File: src/rtl/vga_scan_pkg.sv
// Package vga_scan_pkg
// Holds the constants and types shared by the frame scanner modules.
// Assumes a byte-wide frame store holding 2-bit pixels.
package vga_scan_pkg;

    localparam int BYTE_W       = 8;
    localparam int PIX_W        = 2;
    localparam int PIX_PER_BYTE = BYTE_W / PIX_W;
    localparam int PHASE_W      = $clog2(PIX_PER_BYTE);
    localparam int RGB_W        = 6;

    // Contents of the fetch-stage register
    typedef struct packed {
        logic [BYTE_W-1:0]  data;
        logic [PHASE_W-1:0] phase;
        logic               blank;
        logic               hs_n;
        logic               vs_n;
    } fetch_stage_t;

    // Fixed palette: pixel code to {r[1:0], g[1:0], b[1:0]}
    function automatic logic [RGB_W-1:0] palette_lookup(input logic [PIX_W-1:0] code);
        logic [RGB_W-1:0] colour;
        case (code)
            2'd0:    colour = 6'b00_00_00;
            2'd1:    colour = 6'b00_00_11;
            2'd2:    colour = 6'b00_11_00;
            default: colour = 6'b11_11_11;
        endcase
        return colour;
    endfunction

endpackage

File: src/rtl/vga_raster_timing.sv
// Module vga_raster_timing
// Counts the pixel position within a line and the line number within a frame.
// From these counts it derives raw (not yet pipelined) blank and active-low sync.
// Assumes H_TOTAL > HS_BEFORE and V_TOTAL > VS_LAST.
module vga_raster_timing #(
    parameter int H_TOTAL   = 381,
    parameter int H_VISIBLE = 256,
    parameter int HS_AFTER  = 291,
    parameter int HS_BEFORE = 337,
    parameter int V_TOTAL   = 525,
    parameter int V_VISIBLE = 480,
    parameter int VS_FIRST  = 490,
    parameter int VS_LAST   = 491,
    localparam int HCNT_W   = $clog2(H_TOTAL),
    localparam int VCNT_W   = $clog2(V_TOTAL)
) (
    input  logic              clk,
    input  logic              rst_n,
    output logic [HCNT_W-1:0] hcnt,
    output logic [VCNT_W-1:0] vcnt,
    output logic              raw_blank,
    output logic              raw_hs_n,
    output logic              raw_vs_n
);

    localparam logic [HCNT_W-1:0] H_LAST  = HCNT_W'(H_TOTAL - 1);
    localparam logic [HCNT_W-1:0] H_VIS_C = HCNT_W'(H_VISIBLE);
    localparam logic [HCNT_W-1:0] HS_LO   = HCNT_W'(HS_AFTER);
    localparam logic [HCNT_W-1:0] HS_HI   = HCNT_W'(HS_BEFORE);
    localparam logic [VCNT_W-1:0] V_LAST  = VCNT_W'(V_TOTAL - 1);
    localparam logic [VCNT_W-1:0] V_VIS_C = VCNT_W'(V_VISIBLE);
    localparam logic [VCNT_W-1:0] VS_LO   = VCNT_W'(VS_FIRST);
    localparam logic [VCNT_W-1:0] VS_HI   = VCNT_W'(VS_LAST);

    logic line_end;

    // Flags the last pixel of a line
    always_comb line_end = (hcnt == H_LAST);

    // Advances the pixel position and wraps it at the end of the line
    always_ff @(posedge clk) begin
        if (!rst_n)        hcnt <= '0;
        else if (line_end) hcnt <= '0;
        else               hcnt <= hcnt + 1'b1;
    end

    // Advances the line number at each line wrap and wraps it at the end of the frame
    always_ff @(posedge clk) begin
        if (!rst_n) begin
            vcnt <= '0;
        end else if (line_end) begin
            if (vcnt == V_LAST) vcnt <= '0;
            else                vcnt <= vcnt + 1'b1;
        end
    end

    // Decodes raw blank and syncs from the counters
    always_comb begin
        raw_blank = (hcnt >= H_VIS_C) || (vcnt >= V_VIS_C);
        raw_hs_n  = !((hcnt > HS_LO) && (hcnt < HS_HI));
        raw_vs_n  = !((vcnt >= VS_LO) && (vcnt <= VS_HI));
    end

    AST_HCNT_BOUND: assert property (@(posedge clk) disable iff (!rst_n)
        hcnt <= H_LAST);
    AST_LINE_WRAP: assert property (@(posedge clk) disable iff (!rst_n)
        (line_end && vcnt != V_LAST) |=> (hcnt == '0 && vcnt == $past(vcnt) + 1'b1));
    AST_FRAME_WRAP: assert property (@(posedge clk) disable iff (!rst_n)
        (line_end && vcnt == V_LAST) |=> (hcnt == '0 && vcnt == '0));
    AST_MID_LINE_HOLD: assert property (@(posedge clk) disable iff (!rst_n)
        (!line_end) |=> $stable(vcnt));
    AST_RESET_CLEAR: assert property (@(posedge clk)
        (!rst_n) |=> (hcnt == '0 && vcnt == '0));

endmodule

File: src/rtl/vga_byte_fetch.sv
// Module vga_byte_fetch
// Pipeline stage 1. It forms the RAM byte address from the raster counters.
// At the end of the stage it latches the returned byte, the pixel phase, the blank
// flag and both syncs into one register.
// Assumes the RAM returns data within the same clock as the address.
module vga_byte_fetch
    import vga_scan_pkg::*;
#(
    parameter int ADDR_W    = 15,
    parameter int H_TOTAL   = 381,
    parameter int H_VISIBLE = 256,
    parameter int V_TOTAL   = 525,
    localparam int HCNT_W   = $clog2(H_TOTAL),
    localparam int VCNT_W   = $clog2(V_TOTAL),
    localparam int COL_W    = $clog2(H_VISIBLE / PIX_PER_BYTE),
    localparam int ROW_W    = ADDR_W - COL_W
) (
    input  logic               clk,
    input  logic               rst_n,
    input  logic [HCNT_W-1:0]  hcnt,
    input  logic [VCNT_W-1:0]  vcnt,
    input  logic               raw_blank,
    input  logic               raw_hs_n,
    input  logic               raw_vs_n,
    input  logic [BYTE_W-1:0]  ram_data,
    output logic [ADDR_W-1:0]  ram_addr,
    output fetch_stage_t       s1_q
);

    localparam logic [HCNT_W-1:0] H_LAST = HCNT_W'(H_TOTAL - 1);

    logic [ROW_W-1:0] row;
    logic [COL_W-1:0] col;

    // Maps line number to the upper address bits and byte column to the lower bits
    always_comb begin
        row      = ROW_W'(vcnt);
        col      = hcnt[COL_W+PHASE_W-1:PHASE_W];
        ram_addr = {row, col};
    end

    // Latches byte, phase, blank and syncs together at the end of stage 1
    always_ff @(posedge clk) begin
        if (!rst_n) begin
            s1_q.data  <= '0;
            s1_q.phase <= '0;
            s1_q.blank <= 1'b1;
            s1_q.hs_n  <= 1'b1;
            s1_q.vs_n  <= 1'b1;
        end else begin
            s1_q.data  <= ram_data;
            s1_q.phase <= hcnt[PHASE_W-1:0];
            s1_q.blank <= raw_blank;
            s1_q.hs_n  <= raw_hs_n;
            s1_q.vs_n  <= raw_vs_n;
        end
    end

    AST_ADDR_STEADY: assert property (@(posedge clk) disable iff (!rst_n)
        (hcnt[PHASE_W-1:0] != '1 && hcnt != H_LAST) |=> $stable(ram_addr));
    AST_PHASE_STEP: assert property (@(posedge clk) disable iff (!rst_n)
        (s1_q.phase != '1 && !s1_q.blank) |=> (s1_q.phase == $past(s1_q.phase) + 1'b1 || s1_q.blank));

endmodule

File: src/rtl/vga_colour_stage.sv
// Module vga_colour_stage
// Pipeline stage 2. It picks the pixel pair named by the latched phase, most
// significant pair first, and maps it through the palette. It forces black while
// blanked and registers colour, blank and syncs together.
// Assumes its input comes from the stage-1 register.
module vga_colour_stage
    import vga_scan_pkg::*;
(
    input  logic             clk,
    input  logic             rst_n,
    input  fetch_stage_t     s1_q,
    output logic [RGB_W-1:0] rgb_q,
    output logic             blank_q,
    output logic             hs_n_q,
    output logic             vs_n_q
);

    logic [PIX_W-1:0] pix [PIX_PER_BYTE];
    logic [PIX_W-1:0] pix_sel;
    logic [RGB_W-1:0] colour;

    // Slices the byte into pixel pairs, pair 0 at the top
    for (genvar g = 0; g < PIX_PER_BYTE; g++) begin : g_slice
        assign pix[g] = s1_q.data[BYTE_W-1-g*PIX_W -: PIX_W];
    end

    // Selects the current pair and looks up its colour
    always_comb begin
        pix_sel = pix[s1_q.phase];
        colour  = palette_lookup(pix_sel);
    end

    // Registers colour with blank and syncs so all leave aligned
    always_ff @(posedge clk) begin
        if (!rst_n) begin
            rgb_q   <= '0;
            blank_q <= 1'b1;
            hs_n_q  <= 1'b1;
            vs_n_q  <= 1'b1;
        end else begin
            rgb_q   <= s1_q.blank ? '0 : colour;
            blank_q <= s1_q.blank;
            hs_n_q  <= s1_q.hs_n;
            vs_n_q  <= s1_q.vs_n;
        end
    end

    AST_BLANK_DARK: assert property (@(posedge clk) disable iff (!rst_n)
        s1_q.blank |=> (rgb_q == '0 && blank_q));
    AST_SYNC_FOLLOW: assert property (@(posedge clk) disable iff (!rst_n)
        1'b1 |=> (hs_n_q == $past(s1_q.hs_n) && vs_n_q == $past(s1_q.vs_n)));

endmodule

File: src/rtl/vga_frame_scanner.sv
// Module vga_frame_scanner
// Top level of the RAM-backed VGA frame scanner. It chains raster timing, byte
// fetch and colour stages and drives the RAM strobes for read-only use.
// Assumes an asynchronous RAM that answers within one pixel clock.
module vga_frame_scanner
    import vga_scan_pkg::*;
#(
    parameter int ADDR_W    = 15,
    parameter int H_TOTAL   = 381,
    parameter int H_VISIBLE = 256,
    parameter int HS_AFTER  = 291,
    parameter int HS_BEFORE = 337,
    parameter int V_TOTAL   = 525,
    parameter int V_VISIBLE = 480,
    parameter int VS_FIRST  = 490,
    parameter int VS_LAST   = 491
) (
    input  logic              clk,
    input  logic              rst_n,
    output logic [ADDR_W-1:0] ram_addr,
    input  logic [7:0]        ram_data,
    output logic              ram_ce_n,
    output logic              ram_we_n,
    output logic              ram_oe_n,
    output logic [5:0]        vga_rgb,
    output logic              vga_hsync_n,
    output logic              vga_vsync_n,
    output logic              vga_blank
);

    localparam int HCNT_W = $clog2(H_TOTAL);
    localparam int VCNT_W = $clog2(V_TOTAL);

    logic [HCNT_W-1:0] hcnt;
    logic [VCNT_W-1:0] vcnt;
    logic              raw_blank;
    logic              raw_hs_n;
    logic              raw_vs_n;
    fetch_stage_t      s1_q;
    logic              rd_en_q;
    logic [1:0]        since_rst;

    vga_raster_timing #(
        .H_TOTAL   (H_TOTAL),
        .H_VISIBLE (H_VISIBLE),
        .HS_AFTER  (HS_AFTER),
        .HS_BEFORE (HS_BEFORE),
        .V_TOTAL   (V_TOTAL),
        .V_VISIBLE (V_VISIBLE),
        .VS_FIRST  (VS_FIRST),
        .VS_LAST   (VS_LAST)
    ) u_timing (
        .clk       (clk),
        .rst_n     (rst_n),
        .hcnt      (hcnt),
        .vcnt      (vcnt),
        .raw_blank (raw_blank),
        .raw_hs_n  (raw_hs_n),
        .raw_vs_n  (raw_vs_n)
    );

    vga_byte_fetch #(
        .ADDR_W    (ADDR_W),
        .H_TOTAL   (H_TOTAL),
        .H_VISIBLE (H_VISIBLE),
        .V_TOTAL   (V_TOTAL)
    ) u_fetch (
        .clk       (clk),
        .rst_n     (rst_n),
        .hcnt      (hcnt),
        .vcnt      (vcnt),
        .raw_blank (raw_blank),
        .raw_hs_n  (raw_hs_n),
        .raw_vs_n  (raw_vs_n),
        .ram_data  (ram_data),
        .ram_addr  (ram_addr),
        .s1_q      (s1_q)
    );

    vga_colour_stage u_colour (
        .clk     (clk),
        .rst_n   (rst_n),
        .s1_q    (s1_q),
        .rgb_q   (vga_rgb),
        .blank_q (vga_blank),
        .hs_n_q  (vga_hsync_n),
        .vs_n_q  (vga_vsync_n)
    );

    // Enables RAM reads from the first clock after reset
    always_ff @(posedge clk) begin
        if (!rst_n) rd_en_q <= 1'b0;
        else        rd_en_q <= 1'b1;
    end

    // Drives the RAM strobes; writes are never issued
    always_comb begin
        ram_ce_n = !rd_en_q;
        ram_oe_n = !rd_en_q;
        ram_we_n = 1'b1;
    end

    // Counts clocks since reset (saturating) to guard the latency check
    always_ff @(posedge clk) begin
        if (!rst_n)               since_rst <= '0;
        else if (since_rst != '1) since_rst <= since_rst + 1'b1;
    end

    AST_SYNC_ALIGN: assert property (@(posedge clk) disable iff (!rst_n)
        (since_rst >= 2'd2) |-> (vga_hsync_n == $past(raw_hs_n, 2)
                                 && vga_vsync_n == $past(raw_vs_n, 2)
                                 && vga_blank == $past(raw_blank, 2)));
    AST_STROBES_ON: assert property (@(posedge clk) disable iff (!rst_n)
        (since_rst != 2'd0) |-> (!ram_ce_n && !ram_oe_n && ram_we_n));

endmodule

File: config.mk
export PLATFORM = sky130hd
export DESIGN_NAME = vga_frame_scanner
export DESIGN_NICKNAME = d
export VERILOG_FILES = /design/src/rtl/vga_scan_pkg.sv /design/src/rtl/vga_raster_timing.sv /design/src/rtl/vga_byte_fetch.sv /design/src/rtl/vga_colour_stage.sv /design/src/rtl/vga_frame_scanner.sv
export SDC_FILE = /design/constraint.sdc
export NUM_CORES = 1
export LEC_CHECK = 0
export CAP_MARGIN = 20
export CORE_MARGIN = 1
export CORE_UTILIZATION = 50
export DETAILED_ROUTE_END_ITERATION = 10
export GPL_ROUTABILITY_DRIVEN = 1
export PLACE_DENSITY_LB_ADDON = 0.08
export SETUP_SLACK_MARGIN = 0.5
export SYNTH_ARGS = -nofsm -noshare
export SYNTH_HDL_FRONTEND = slang
export SYNTH_HIERARCHICAL = 1
export SYNTH_SLANG_ARGS = --single-unit
File: constraint.sdc
create_clock -name clk -period 1.7 [get_ports clk]
set_input_delay 0.34 -clock clk [delete_from_list [all_inputs] [get_ports clk]]
set_output_delay 0.34 -clock clk [all_outputs]
set_load 0.01 [all_outputs]
==> flow_summary.ini, run 1 <==
[outcome]
status = complete, no violations

[critical_path]
cp-startpoint = u_timing/hcnt[0]$_SDFF_PP0_
worstReg2RegEnd = u_timing/vcnt[9]$_SDFFE_PN0N_
ff2ff_path_depth = 6
critPathLaunchType = register
worstPathMaxFanout = 5
cp.arrival_ns = 1.70
critical_path.endpoint = u_timing/vcnt[9]$_SDFFE_PN0N_
crit_type = reg2reg
regToRegSetupSlack_ns = 0.22
rr_startpoint = u_timing/hcnt[0]$_SDFF_PP0_
end_kind = register
cp.required_ns = 1.93

[logic_synthesis]
yosys.area.top_type = dfxtp_1
synthesis.nets = 200
yosysMostFrequentCell = dfxtp_1
ys_top_cells_by_area = dfxtp_1, buf_4, xnor2_1
synth_top_area_share_pct = 43.88
syn_area_sq_um = 1779
syn_area_per_cell_sq_um = 9.566
ys_types = 35
ys_ff_latch = 39
yosysWarnings = 6
yosysSeqAreaShare_pct = 43.88
synth_commonest_cells = dfxtp_1, nor2_1, buf_4
synth_ff_type = dfxtp_1
synth-async-reset-ratio_pct = 0
synth_cells = 186
synth_edf_count = 0

[run]
max-cap-violations = 0

[placed_design]
place.gp.congestion = 0.8827
dp_hpwl_microns = 2287
placed_cell_area_sq_um = 2061
dp_slack_ns = 0.1960
port_buffers = 35

[routing]
vias = 1492
drt-initial-drc-count = 69
drt_first_pass_iters = 6
viasPerCell = 5.217
antenna_left = 0
drc_errors = 0
wire_per_inst_microns = 14.97
wl_microns = 4281

[floorplan]
die_area_sq_um = 3801
ios = 37
core_region_area_sq_um = 3363
die_x_microns = 61.65
rows = 21
dieHeight_microns = 61.65
start_util_pct = 52.90

[cells_and_area]
layout.nets = 253
multiInputGateArea_sq_um = 933.4
seqCellArea_sq_um = 850.8
fillers = 225
fin_area_sq_um = 2535
area_growth_pct = 42.48
drive_gt1_share_pct = 55.42
diodes = 0
fin_util_pct = 75.37

[grt]
grt.total_usage_pct = 22.58
antenna_found_initial = 0
grt_overflow_total = 0
grt_pass1_vias = 1332
grt_max_degree = 13
grt_pass1_wl_microns = 6030

[clocking]
worstSkewPairLatency_ns = 0.34
clock_path_buffers = 2
clkSinkCount = 39
cts.root.buffer_cell = clkbuf_4
cts.clk_slew.worst_paths_ns = 0.12
numCtsBuffers = 5
cts_hold_repair.buffers = 0
cts_tree = done
cts_max_level = 2

[timing]
fin_skew_ns = 0.008437
min_period_ns = 1.479
tns_ns = 0
fin_ws_ns = 0.2210
setup_viol = 0
rsz0062_at_grt = yes
max_freq_ghz = 0.6762
hold_violations = 0
maxSlewViolCount = 0
finalCritPeriodShare_pct = 87.00

[worst_hold_path]
hp-class = reg2reg
hp-start = u_fetch/s1_q[0]$_SDFF_PN1_

[power]
powerDensity_nw_per_um2 = 609.4
p_leak_nw = 1.024
peakVddDrop_v = 0.0005215
-- critical path, cell delays in order, from the launching register on --
cell and delay, ns:
dfxtp_4 0.38, inv_2 0.06, ha_4 0.13, nand4_4 0.13, nor4_4 0.40, a21bo_2 0.21
a21oi_1 0.05
-- where the power goes --
part           internal [mW]  total [mW]  switching [mW]  leakage (nW)
combinational         0.0859       0.156          0.0706         0.662
sequential             0.918       0.932          0.0137         0.333
clock                  0.160       0.457           0.297        0.0282
-- cell families (layout without fill, tap and decap cells) --
family	after synthesis	in the layout	share of synthesized area [%]
and+or+nand+nor	85	86	27.78
DFF	39	39	43.88
buffers and inverters	32	85	11.60
xor gates and xnor gates	14	14	6.892
AOI/OAI and AO/OA	9	9	3.867
adders and majority gates	4	4	2.813
muxes	2	2	2.954
other	1	1	0.2108
-- area by class of cell --
| type | instances | area share [%] |
|---|---|---|
| Multi-Input combinational cell | 116 | 36.82 |
| Sequential cell | 39 | 33.56 |
| Timing Repair Buffer | 69 | 23.84 |
| Tap cell | 46 | 2.270 |
| Clock buffer | 6 | 1.629 |
| Inverter | 8 | 1.382 |
| Clock inverter | 2 | 0.4936 |
-- per-stage QoR --
| stage | hold WS (ns) | std cells | power, mW |
|---|---|---|---|
| after floorplan | 0.3677 | 186 | 1.046 |
| after global placement | 0.3928 | 247 | 1.092 |
| after detailed placement | 0.4018 | 247 | 1.096 |
| after CTS | 0.4283 | 282 | 1.529 |
| after global routing | 0.4430 | 286 | 1.628 |
| final | 0.4224 | 286 | 1.545 |
-- metal layers --
| layer | track usage [%] | up-vias | share of wire (%) |
|---|---|---|---|
| li1 | - | 701 | - |
| met2 | 37.48 | 67 | 51 |
| met3 | 8.193 | 6 | 5.7 |
| met4 | 9.841 | 0 | 1.5 |
| met1 | 26.14 | 718 | 42 |
| met5 | 0 | - | 0 |
-- registers in the layout, summed over array words and instances, names as in the netlist --
name	cells
u_fetch/s1_q	13
u_timing/vcnt	10
u_timing/hcnt	9
u_colour/rgb_q	3
rd_en_q	1
u_colour/blank_q	1
u_colour/hs_n_q	1
u_colour/vs_n_q	1
-- how the worst min path moves through the flow --
stage,to,slack (ns),depth (start not counted)
2_1_floorplan,rd_en_q$_DFF_P_,0.37,0
3_3_place_gp,u_colour/vs_n_q$_SDFF_PN1_,0.39,1
3_5_place_dp,u_colour/vs_n_q$_SDFF_PN1_,0.40,1
4_1_cts,u_colour/vs_n_q$_SDFF_PN1_,0.43,1
5_1_grt,u_colour/vs_n_q$_SDFF_PN1_,0.44,1
6_report,u_colour/vs_n_q$_SDFF_PN1_,0.42,1
-- placed cells by master, fill, tap and decap left out, types with 2 or more instances in the layout --
cell             count
nor2_1              13
inv_4                2
ha_4                 2
and2_1               6
dfxtp_2              8
nor2_2               5
and3_4               2
buf_4               28
nor3_1               5
nand3b_1             3
buf_2                9
nand3_2              2
xnor2_1             12
clkbuf_4             5
inv_2                3
a21oi_1              3
a21boi_1             2
nand3_1              7
dfxtp_1             15
inv_1                3
nor2_4               3
nand4_1              3
mux4_2               2
nand2b_1             5
clkdlybuf4s50_1      9
dfxtp_4             16
buf_6               23
xor2_1               2
and2_2               6
nor3_2               4
nand2_1              9
nor4_1               3
-- timing repair --
item	CTS	global route
buffers inserted	26	4
endpoints found under the setup margin	49	41
pin swaps	6	13
hold endpoints to repair	0	0
gates resized for setup	155	44
cloned	1	0
Note: power is estimated with default switching activity, not from simulation.
==> inputs of run 2 (changes only) <==
--- a/config.mk
+++ b/config.mk
@@ -9,8 +9,9 @@
 export CORE_MARGIN = 1
 export CORE_UTILIZATION = 50
 export DETAILED_ROUTE_END_ITERATION = 10
-export GPL_ROUTABILITY_DRIVEN = 1
-export PLACE_DENSITY_LB_ADDON = 0.08
+export GPL_ROUTABILITY_DRIVEN = 0
+export PLACE_DENSITY = 0.78
+export REMOVE_ABC_BUFFERS = 1
 export SETUP_SLACK_MARGIN = 0.5
 export SYNTH_ARGS = -nofsm -noshare
 export SYNTH_HDL_FRONTEND = slang
==> flow_summary.ini, run 2 (same netlist as run 1, synthesis figures left out) <==
[outcome]
status = complete, no violations

[critical_path]
cp.required_ns = 1.94
end_kind = register
crit_type = reg2reg
worst_path_dominant_cell_family = simple AND/OR/NAND/NOR gates
crit_slowest_cell = dfxtp_4
critPathLaunchType = register
critical_path_buf_inv_count = 1
cp.arrival_ns = 1.85
slowest_delay_ns = 0.39
worstPathMaxFanout = 6
ff2ff_path_depth = 6
worstReg2RegEnd = u_timing/vcnt[4]$_SDFFE_PN0N_
regToRegSetupSlack_ns = 0.09
rr_startpoint = u_timing/vcnt[0]$_SDFFE_PN0N_
cp_cell_sequence = buf_4, ha_1, nand3_1, nor3_1, xnor2_1, nor2_1

[power]
p_sw_share_pct = 22.78
finalPower_mw = 1.763
clock_power_share_pct = 37.1
power_frac_comb_pct = 10.0
sequentialPowerShare_pct = 53.0
p_leak_nw = 1.040
power_switching_mw = 0.4015
peakVddDrop_v = 0.0005950
p_int_mw = 1.361
powerDensity_nw_per_um2 = 677.3

[cells_and_area]
final_cell_mix = buf_4, buf_6, dfxtp_4
fillers = 222
layout.nets = 251
largest_register_ffs = 13
stdcell_count = 284
area_growth_pct = 46.27
max_flop_register = u_fetch/s1_q
top_regs = u_fetch/s1_q: 13 flops, u_timing/vcnt: 10 flops, u_timing/hcnt: 9 flops
layout_commonest_cell = buf_4
diodes = 0
drive_gt1_share_pct = 57.98

[clocking]
clock_path_buffers = 2
numCtsBuffers = 5
cts_max_level = 2
clkSinkCount = 39
cts_tree = done
worstSkewPairLatency_ns = 0.35
cts.clk_slew.worst_paths_ns = 0.12
cts.root.buffer_cell = clkbuf_4

[placed_design]
dp_hpwl_microns = 2550
post-place-cells = 250
dp_slack_ns = -0.07099
port_buffers = 35

[grt]
grt.total_usage_pct = 24.79
grt_overflow_total = 0
grt_pass1_wl_microns = 6658
grt_max_degree = 13
antenna_found_initial = 0
grt_pass1_vias = 1473

[timing]
tns_ns = 0
finalCritPeriodShare_pct = 94.96
min_period_ns = 1.614
fin_skew_ns = 0.009351
maxSlewViolCount = 0
setup_viol = 0
fin_ws_ns = 0.08575
hold_violations = 0
max_freq_ghz = 0.6195
rsz0062_at_grt = yes

[routing]
drt_first_pass_iters = 4
drc_errors = 0
vias = 1538
wire_per_inst_microns = 19.05
antenna_left = 0
drt-initial-drc-count = 84
viasPerCell = 5.415
wl_microns = 5409

[worst_hold_path]
holdPathEnd = u_colour/hs_n_q$_SDFF_PN1_
hp-start = u_fetch/s1_q[1]$_SDFF_PN1_
holdPathStages = 1
hp-class = reg2reg

[run]
max-cap-violations = 0

[floorplan]
core_region_area_sq_um = 3363
die_area_sq_um = 3801
ios = 37
rows = 21
start_util_pct = 52.90
die_x_microns = 61.65
dieHeight_microns = 61.65
==> run 2: area by class of cell <==
type / count / area [sq um] / area share [%]
Tap cell: 46 / 57.56 / 2.212
Clock inverter: 2 / 35.03 / 1.346
Sequential cell: 39 / 849.6 / 32.64
Timing Repair Buffer: 68 / 583.1 / 22.40
Inverter: 8 / 35.03 / 1.346
Multi-Input combinational cell: 115 / 991.0 / 38.08
Clock buffer: 6 / 51.30 / 1.971
==> run 2: stage by stage <==
step / utilization, % / hold WS, ns / area [sq um]
2_1_floorplan: - / 0.3677 / 1603
3_3_place_gp: 61.35 / 0.3929 / 2063
3_5_place_dp: 61.35 / 0.4046 / 2063
4_1_cts: 70.05 / 0.4347 / 2356
5_1_grt: 77.38 / 0.4736 / 2603
6_report: 77.38 / 0.4291 / 2603
==> run 2: how the worst max path moves through the flow <==
stage,startpoint,endpoint,slack [ns],depth (start not counted)
2_1_floorplan,u_timing/vcnt[0]$_SDFFE_PN0N_,u_timing/vcnt[2]$_SDFFE_PN0N_,0.25,6
3_3_place_gp,u_timing/vcnt[0]$_SDFFE_PN0N_,u_timing/vcnt[3]$_SDFFE_PN0N_,0.11,6
3_5_place_dp,u_timing/vcnt[1]$_SDFFE_PN0N_,u_timing/vcnt[5]$_SDFFE_PN0N_,-0.07,6
4_1_cts,u_timing/vcnt[1]$_SDFFE_PN0N_,u_timing/vcnt[5]$_SDFFE_PN0N_,0.21,6
5_1_grt,u_timing/vcnt[0]$_SDFFE_PN0N_,u_timing/vcnt[4]$_SDFFE_PN0N_,0.03,6
6_report,u_timing/vcnt[0]$_SDFFE_PN0N_,u_timing/vcnt[4]$_SDFFE_PN0N_,0.09,6
==> run 2: what timing repair did <==
item	in CTS	in global routing
gates resized for setup	165	52
setup endpoints to repair	49	38
pin swaps	18	20
setup buffers	17	9
hold buffers	0	0
==> run 2: worst reg2reg max path: cells and delay by family, from the launching register on <==
kind          cells  cell delay [ns]
xor+xnor          1             0.19
fa+ha+maj         1             0.24
flops             1             0.39
buf+inv           1             0.15
simple gates      3             0.52
==> run 2: power by group through the flow <==
stage / Combinational [mW] / Sequential (mW) / Clock (mW)
after floorplan: 0.0499 / 0.976 / 0
after global placement: 0.115 / 0.973 / 0
after detailed placement: 0.118 / 0.976 / 0
after CTS: 0.141 / 0.935 / 0.651
after global routing: 0.186 / 0.936 / 0.706
final: 0.176 / 0.933 / 0.653
==> run 2: routing by layer <==
layer	routed length [microns]	GRT usage [%]
met5	0	0
met4	294	13.97
met1	1991	25.94
met3	377	7.773
met2	2745	43.78
